File: src/rtl/flc_pkg.sv
package flc_pkg;
  localparam int LC_W       = 16;
  localparam int FC_W       = 16;
  localparam int BC_W       = 4;
  localparam int PAIR_STEP  = 2;
  localparam int TERM_LIMIT = 2;

  typedef enum logic {SRC_PAIR = 1'b0, SRC_ACCEL = 1'b1} step_src_e;

  // Step size in bytes chosen by the current source.
  function automatic logic [LC_W-1:0] step_of(input logic accel, input logic [BC_W-1:0] bytes);
    return accel ? LC_W'(bytes) : LC_W'(PAIR_STEP);
  endfunction

  // Subtraction that stops at zero.
  function automatic logic [LC_W-1:0] floor_sub(input logic [LC_W-1:0] a, input logic [LC_W-1:0] b);
    return (b > a) ? '0 : a - b;
  endfunction

  function automatic logic at_term(input logic [LC_W-1:0] v);
    return v <= LC_W'(TERM_LIMIT);
  endfunction
endpackage

File: src/rtl/flc_step_sel.sv
module flc_step_sel
  import flc_pkg::*;
#(
  parameter int W  = LC_W,
  parameter int BW = BC_W
) (
  input  logic          accel_active,
  input  logic [BW-1:0] accel_bytes,
  output step_src_e     src,
  output logic [W-1:0]  step
);
  always_comb begin
    src  = accel_active ? SRC_ACCEL : SRC_PAIR;
    step = step_of(src == SRC_ACCEL, accel_bytes);
  end
endmodule

File: src/rtl/flc_lc_reg.sv
module flc_lc_reg
  import flc_pkg::*;
#(
  parameter int W = LC_W
) (
  input  logic         clk,
  input  logic         rst_n,
  input  logic         load_en,
  input  logic [W-1:0] load_val,
  input  logic         step_en,
  input  logic [W-1:0] step,
  output logic [W-1:0] lc,
  output logic         floor_hit
);
  logic [W-1:0] lc_nxt;

  always_comb begin
    floor_hit = !load_en && step_en && (step > lc);
    lc_nxt    = lc;
    if (load_en)      lc_nxt = load_val;
    else if (step_en) lc_nxt = floor_sub(lc, step);
  end

  always_ff @(posedge clk or negedge rst_n) begin
    if (!rst_n) lc <= '0;
    else        lc <= lc_nxt;
  end
endmodule

File: src/rtl/flc_frame_ctr.sv
module flc_frame_ctr #(
  parameter int W = flc_pkg::FC_W
) (
  input  logic         clk,
  input  logic         rst_n,
  input  logic         sof,
  input  logic         data_valid,
  output logic [W-1:0] cnt
);
  always_ff @(posedge clk or negedge rst_n) begin
    if (!rst_n)          cnt <= '0;
    else if (sof)        cnt <= W'(data_valid);
    else if (data_valid) cnt <= cnt + W'(1);
  end
endmodule

File: src/rtl/frame_loop_counter.sv
module frame_loop_counter
  import flc_pkg::*;
(
  input  logic            clk,
  input  logic            rst_n,
  input  logic            load_en,
  input  logic [LC_W-1:0] load_val,
  input  logic            free_run,
  input  logic            data_valid,
  input  logic            accel_active,
  input  logic [BC_W-1:0] accel_bytes,
  input  logic            sof,
  input  logic            rw_instr,
  input  logic            io_ready,
  output logic [LC_W-1:0] lc,
  output logic            lc_low,
  output logic [FC_W-1:0] frame_cnt,
  output logic            instr_done
);
  // Named internal events for the checker.
  logic            step_en;
  logic [LC_W-1:0] step_amt;
  step_src_e       step_src;
  logic            floor_hit;
  logic            rw_ack;

  assign step_en = free_run | data_valid;
  assign rw_ack  = rw_instr & io_ready;

  flc_step_sel #(.W(LC_W), .BW(BC_W)) u_sel (
    .accel_active (accel_active),
    .accel_bytes  (accel_bytes),
    .src          (step_src),
    .step         (step_amt)
  );

  flc_lc_reg #(.W(LC_W)) u_lc (
    .clk       (clk),
    .rst_n     (rst_n),
    .load_en   (load_en),
    .load_val  (load_val),
    .step_en   (step_en),
    .step      (step_amt),
    .lc        (lc),
    .floor_hit (floor_hit)
  );

  flc_frame_ctr #(.W(FC_W)) u_fc (
    .clk        (clk),
    .rst_n      (rst_n),
    .sof        (sof),
    .data_valid (data_valid),
    .cnt        (frame_cnt)
  );

  assign lc_low     = at_term(lc);
  assign instr_done = (free_run & lc_low) | rw_ack;
endmodule

File: config.mk
export PLATFORM = sky130hd
export DESIGN_NAME = frame_loop_counter
export DESIGN_NICKNAME = d
export VERILOG_FILES = /design/src/rtl/flc_pkg.sv /design/src/rtl/flc_step_sel.sv /design/src/rtl/flc_lc_reg.sv /design/src/rtl/flc_frame_ctr.sv /design/src/rtl/frame_loop_counter.sv
export SDC_FILE = /design/constraint.sdc
export NUM_CORES = 1
export LEC_CHECK = 0
export ABC_CLOCK_PERIOD_IN_PS = 3000
export BUFFER_PORTS_ARGS = -buffer_cell sky130_fd_sc_hd__buf_2
export CAP_MARGIN = 30
export CORE_MARGIN = 3
export CORE_UTILIZATION = 50
export DETAILED_ROUTE_END_ITERATION = 10
export PLACE_DENSITY = 0.77
export REMOVE_ABC_BUFFERS = 1
export SYNTH_ARGS = -nofsm -noshare
export SYNTH_HDL_FRONTEND = slang
export SYNTH_SLANG_ARGS = --single-unit
File: constraint.sdc
create_clock -name clk -period 3 [get_ports clk]
set_input_delay 0.15 -clock clk [delete_from_list [all_inputs] [get_ports clk]]
set_output_delay 0.15 -clock clk [all_outputs]
set_load 0.01 [all_outputs]
Word-level counts from Yosys, hierarchy flattened
Index checks and enable logic that the tools add are counted.
- logic and storage cells: 19
- bits of input ports: 29
- bits in registers: 32
- output and inout bits: 34
- multiplexer cells: 7
- $lt $le $gt $ge: 2
- reduce and logical (&&, ||, !) cells: 2
- $add $sub $neg: 2
- bitwise gates (word level): 4
- operators by type and width (operator ; number):
    $mux 16 ; 5
    $add 16x1->16 const B ; 1
    $gt 4x16->1 ; 1
    $le 16x2->1 const B ; 1
    $sub 16x4->16 ; 1
    $mux 4 ; 1
    $reduce_bool 2->1 ; 2
    $and 1x1->1 ; 2
    $or 1x1->1 ; 2
    $mux 1 ; 1

Depth between registers and ports, before layout
- depth after elaboration: 6
- gate-level depth with buffers: 10
- mapped depth without buffers: 9

Cells and area by module
From an unflattened synthesis, not the netlist that was laid out.
- cells, all modules: 279
- area, all modules: 2561.2 um^2
- modules (own cells, without submodules) (module ; cells each ; area each (um^2) ; instances ; seq. area each (um^2)):
    flc_lc_reg ; 172 ; 1544.0 ; 1 ; 400.4
    flc_frame_ctr ; 82 ; 840.8 ; 1 ; 400.4
    flc_step_sel ; 18 ; 126.4 ; 1 ; 0.0
    frame_loop_counter ; 7 ; 50.0 ; 1 ; 0.0

Least setup slack after synthesis
Ideal clock, no wire load.
- path type: register to register
- start: reg u_lc.lc[0]
- end: reg u_lc.lc[6]
- data arrival time: 2.333 ns
- data required time: 2.913 ns
- stages on the path, launching flop included: 10
- period minus slack after synthesis: 2.420 ns
- buffers on the path: 0
- setup time: 0.087 ns
- slack: 0.580 ns
- cell sequence: dfrtp_1 > inv_1 > ha_1 > inv_1 > fa_1 > a21o_1 > and2_1 > or4_1 > or3_2 > o211ai_1
- cells in the longest elaborated chain, start to end: 4
- elaborated cells on any way between the ends: 5
- classes of those cells: add/sub (1); order compare (1); mux (3)
- ends and longest elaborated chain (element ; RTL line ; RTL):
    start: declaration ; flc_lc_reg.sv:12 ; output logic [W-1:0] lc,
    start signal: assignment ; flc_lc_reg.sv:26 ; else lc <= lc_nxt;
    $sub 16x4->16 / $gt 4x16->1 (equally long branches) ; -- ;
    $mux 16 (*) ; flc_pkg.sv:17 ; return (b > a) ? '0 : a - b;
    $mux 16 (*) ; flc_lc_reg.sv:21 ; else if (step_en) lc_nxt = floor_sub(lc, step);
    $mux 16 (*) ; flc_lc_reg.sv:20 ; if (load_en) lc_nxt = load_val;
Mark *: on every way between the ends. The rest lies on a longest branch, timed or not. The select of a mux whose other input is x is not followed.
A chain may end at the register's enable or synchronous reset.

Worst setup path in the final report
Same ends and word-level chain as after synthesis.

==> metrics.txt <==
result of the run finished, final reports clean; part of the Yosys area used for sequential elements between 40% and 50%; count of antenna diodes in the layout 0; Cell Area, Synth 1880 um^2; portion of synthesized cell area occupied by the leading cell type a little over two fifths; fin area approximately 2300 um^2; CTS tree done; highest net fanout along the worst path 4; sequential share of power 46.8%; max-cap check violation count 0; portion of total power attributed to the clock network between 20% and 30%; CTS H-tree lvls 2; number of buffers created by CTS 5; first-pass GRT wire length 7340 um; worst endpoint required time approximately 3.2 ns; post-DR vias/cell between 5 and 6; Post-DRT Antenna Nets 0; DR iter-0 viols 125; capturing element type of the critical path register; via count of the first global-routing pass about 1,700; worst max-slew margin expressed relative to the limit about a third; total gr overflow 0; source-to-sink clock delay at the later pin of the worst-skew pair 0.28 ns; EDFF count, synth 0; number of buffers added on ports between 60 and 70; worst setup margin roughly 0.5 ns; net count reported at finish 302; data arrival at the endpoint of the critical path roughly 2.7 ns; half-perimeter wire length of the detailed placement result 3230 um; clk_skew around 0.0047 ns; total count of max-transition violations in the final report 0; Sw Ratio around a third; Synth Warn # 0; most common library cells after synthesis 32 x dfrtp_1, 27 x nor2_1, 23 x nand2_1, 15 x o21ai_0; worst-case setup slack after placement 0.500 ns; maximum clock rate approximately 400 MHz; y dimension of the die 67.3 um; Min Hold Slack 0.0709 ns; Slew @ Worst Pin 1.00 ns; per-cell routed wire length 14.0 um; power after layout about 1.1 mW; Min-Delay Path Class input port to register; average instance area after synthesis 9.30 um^2; multi-input logic area 1020 um^2; total number of vias 1,711; clk slew on worst S/H paths ~0.060 ns; Internal Power 0.762 mW; largest net degree at the start of global routing 33; final hold violation count 0; Detailed Route WL 4360 um; most frequent cell after synthesis dfrtp_1; number of DRC violations after detailed routing 0; VDD IR-drop max 0.247 mV; start-to-end type of the worst setup path register to register; clock root buffer clkbuf_8; leakage power 1.07 nW; number of antenna violations at the first check in global routing 0; buffers inserted by post-CTS timing repair 0; largest cells by area after synthesis dfrtp_1 43%, nor2_1 5.4%, xnor2_1 5.1%; fillcell total 320; Mapped Cells 202; share of async-settable or async-resettable flops after synthesis 100%; post-synthesis sequential element count 32; largest area contributor in the netlist dfrtp_1; maximum clock insertion buffer count 2; flip-flop and latch area around 800 um^2; shortest period the worst path allows 2.50 ns; Setup TNS 0 ns; initial core utilization approximately 54%; RSZ-0062 raised after global routing false; Gate power share roughly a quarter; placed instance area around 2200 um^2; switching power around 0.37 mW; most used flip-flop cell after synthesis dfrtp_1; Die Width 67.3 um; area enclosed by the die boundary 4530 um^2; Cell variety after synth 42; crit start category register; number of standard-cell rows in the floorplan 21; setup-violating endpoint count in the final report 0; I/O Pins 63; final critical-path share of the clock period ~83%; core box area 3470 um^2; Routability Congestion 0.810; Area growth syn-to-layout 21.9%; power density over cell area 493 nW/um^2; global router's overall resource usage around a fifth; number of sinks driven by the clock tree 32; number of detailed-routing iterations run before antenna repair 4; fraction of layout cells with a size suffix above 1 around 27%
## cells in the final DEF, fill, tap and decap left out, types with 2 or more instances in the layout
cell       n
nor2b_1    2
xor2_1    11
and2_1     2
inv_1      4
a22oi_1    4
nor4_1     5
or3_1      5
nand3_1    7
and3_1     2
a21oi_1    5
nand4_1    2
ha_1       6
nor2_1    27
dfrtp_1   32
or4_1      3
nor3_1     5
clkbuf_8   5
buf_2     62
xnor2_1   11
o21ai_0   15
o211ai_1   2
a21o_1     2
nand2_1   23
a221o_1    3
## cell families (layout without fill, tap and decap cells)
group                    count (synthesis)  after routing  share of synthesized area, %
XOR/XNOR                                22             22                          10.3
adder cells (fa/ha/maj)                  7              7                          5.06
flip-flops                              32             32                          42.6
AO/OA/AOI/OAI                           42             42                          15.8
buffers and inverters                   10             74                          3.20
multiplexers                             1              1                         0.533
AND/OR/NAND/NOR                         88             88                          22.5
## power by group through the flow
stage	registers, mW	clock network (mW)	logic (mW)
floorplan	0.541	0	0.168
global placement	0.532	0	0.288
detailed placement	0.534	0	0.294
CTS	0.527	0.315	0.296
global route	0.535	0.333	0.329
finish	0.528	0.307	0.294
## per-stage QoR
step / std cells / utilization [%]
2_1_floorplan: 196 / -
3_3_place_gp: 304 / 63.5
3_5_place_dp: 304 / 63.5
4_1_cts: 312 / 66.0
5_1_grt: 312 / 66.0
6_report: 312 / 66.0
## worst max-delay path, stage by stage (launching register included)
cell	delay, ns
dfrtp_1	0.42
inv_1	0.10
ha_1	0.15
inv_1	0.05
fa_1	0.39
a21o_1	0.23
and2_1	0.17
or4_1	0.42
or3_2	0.42
o211ai_1	0.08
## routing by layer
layer,vias up,global-route usage (%),share of wire (%)
li1,847,-,-
met1,789,26.0,44
met2,64,36.1,48
met3,11,5.49,6.6
met4,0,7.34,1.9
met5,-,0,0
## state kept, by name, summed over array words and instances (netlist names)
signal,cells
u_lc.lc,16
u_fc.cnt,16
## repair_timing
item                                   in CTS  in global routing
hold buffers                                1                  0
gates resized for setup                     0                  0
endpoints found under the hold margin      32                  0
## final timing paths
kind / start / endpoint / slack [ns] / depth (start not counted)
min in group asynchronous: rst_n / u_fc.cnt[2]$_DFFE_PN0P_ / 0.46 / 2
hold reg to reg: u_fc.cnt[15]$_DFFE_PN0P_ / u_fc.cnt[15]$_DFFE_PN0P_ / 0.53 / 2
setup reg to reg: u_lc.lc[0]$_DFFE_PN0P_ / u_lc.lc[6]$_DFFE_PN0P_ / 0.50 / 9
setup / recovery: u_lc.lc[0]$_DFFE_PN0P_ / u_lc.lc[6]$_DFFE_PN0P_ / 0.50 / 9
max in group asynchronous: rst_n / u_fc.cnt[9]$_DFFE_PN0P_ / 2.08 / 2
hold / removal: load_val[7] / u_lc.lc[7]$_DFFE_PN0P_ / 0.07 / 3
## area by class of cell
type | instances | share of cell area, %
inverters | 4 | 0.656
clock inverters | 1 | 0.219
multi-input cells | 160 | 44.5
flip-flops and latches | 32 | 35.0
repair buffers | 63 | 14.0
clock buffers | 6 | 3.17
well taps | 46 | 2.52
Note: power is estimated with default switching activity, not from simulation.
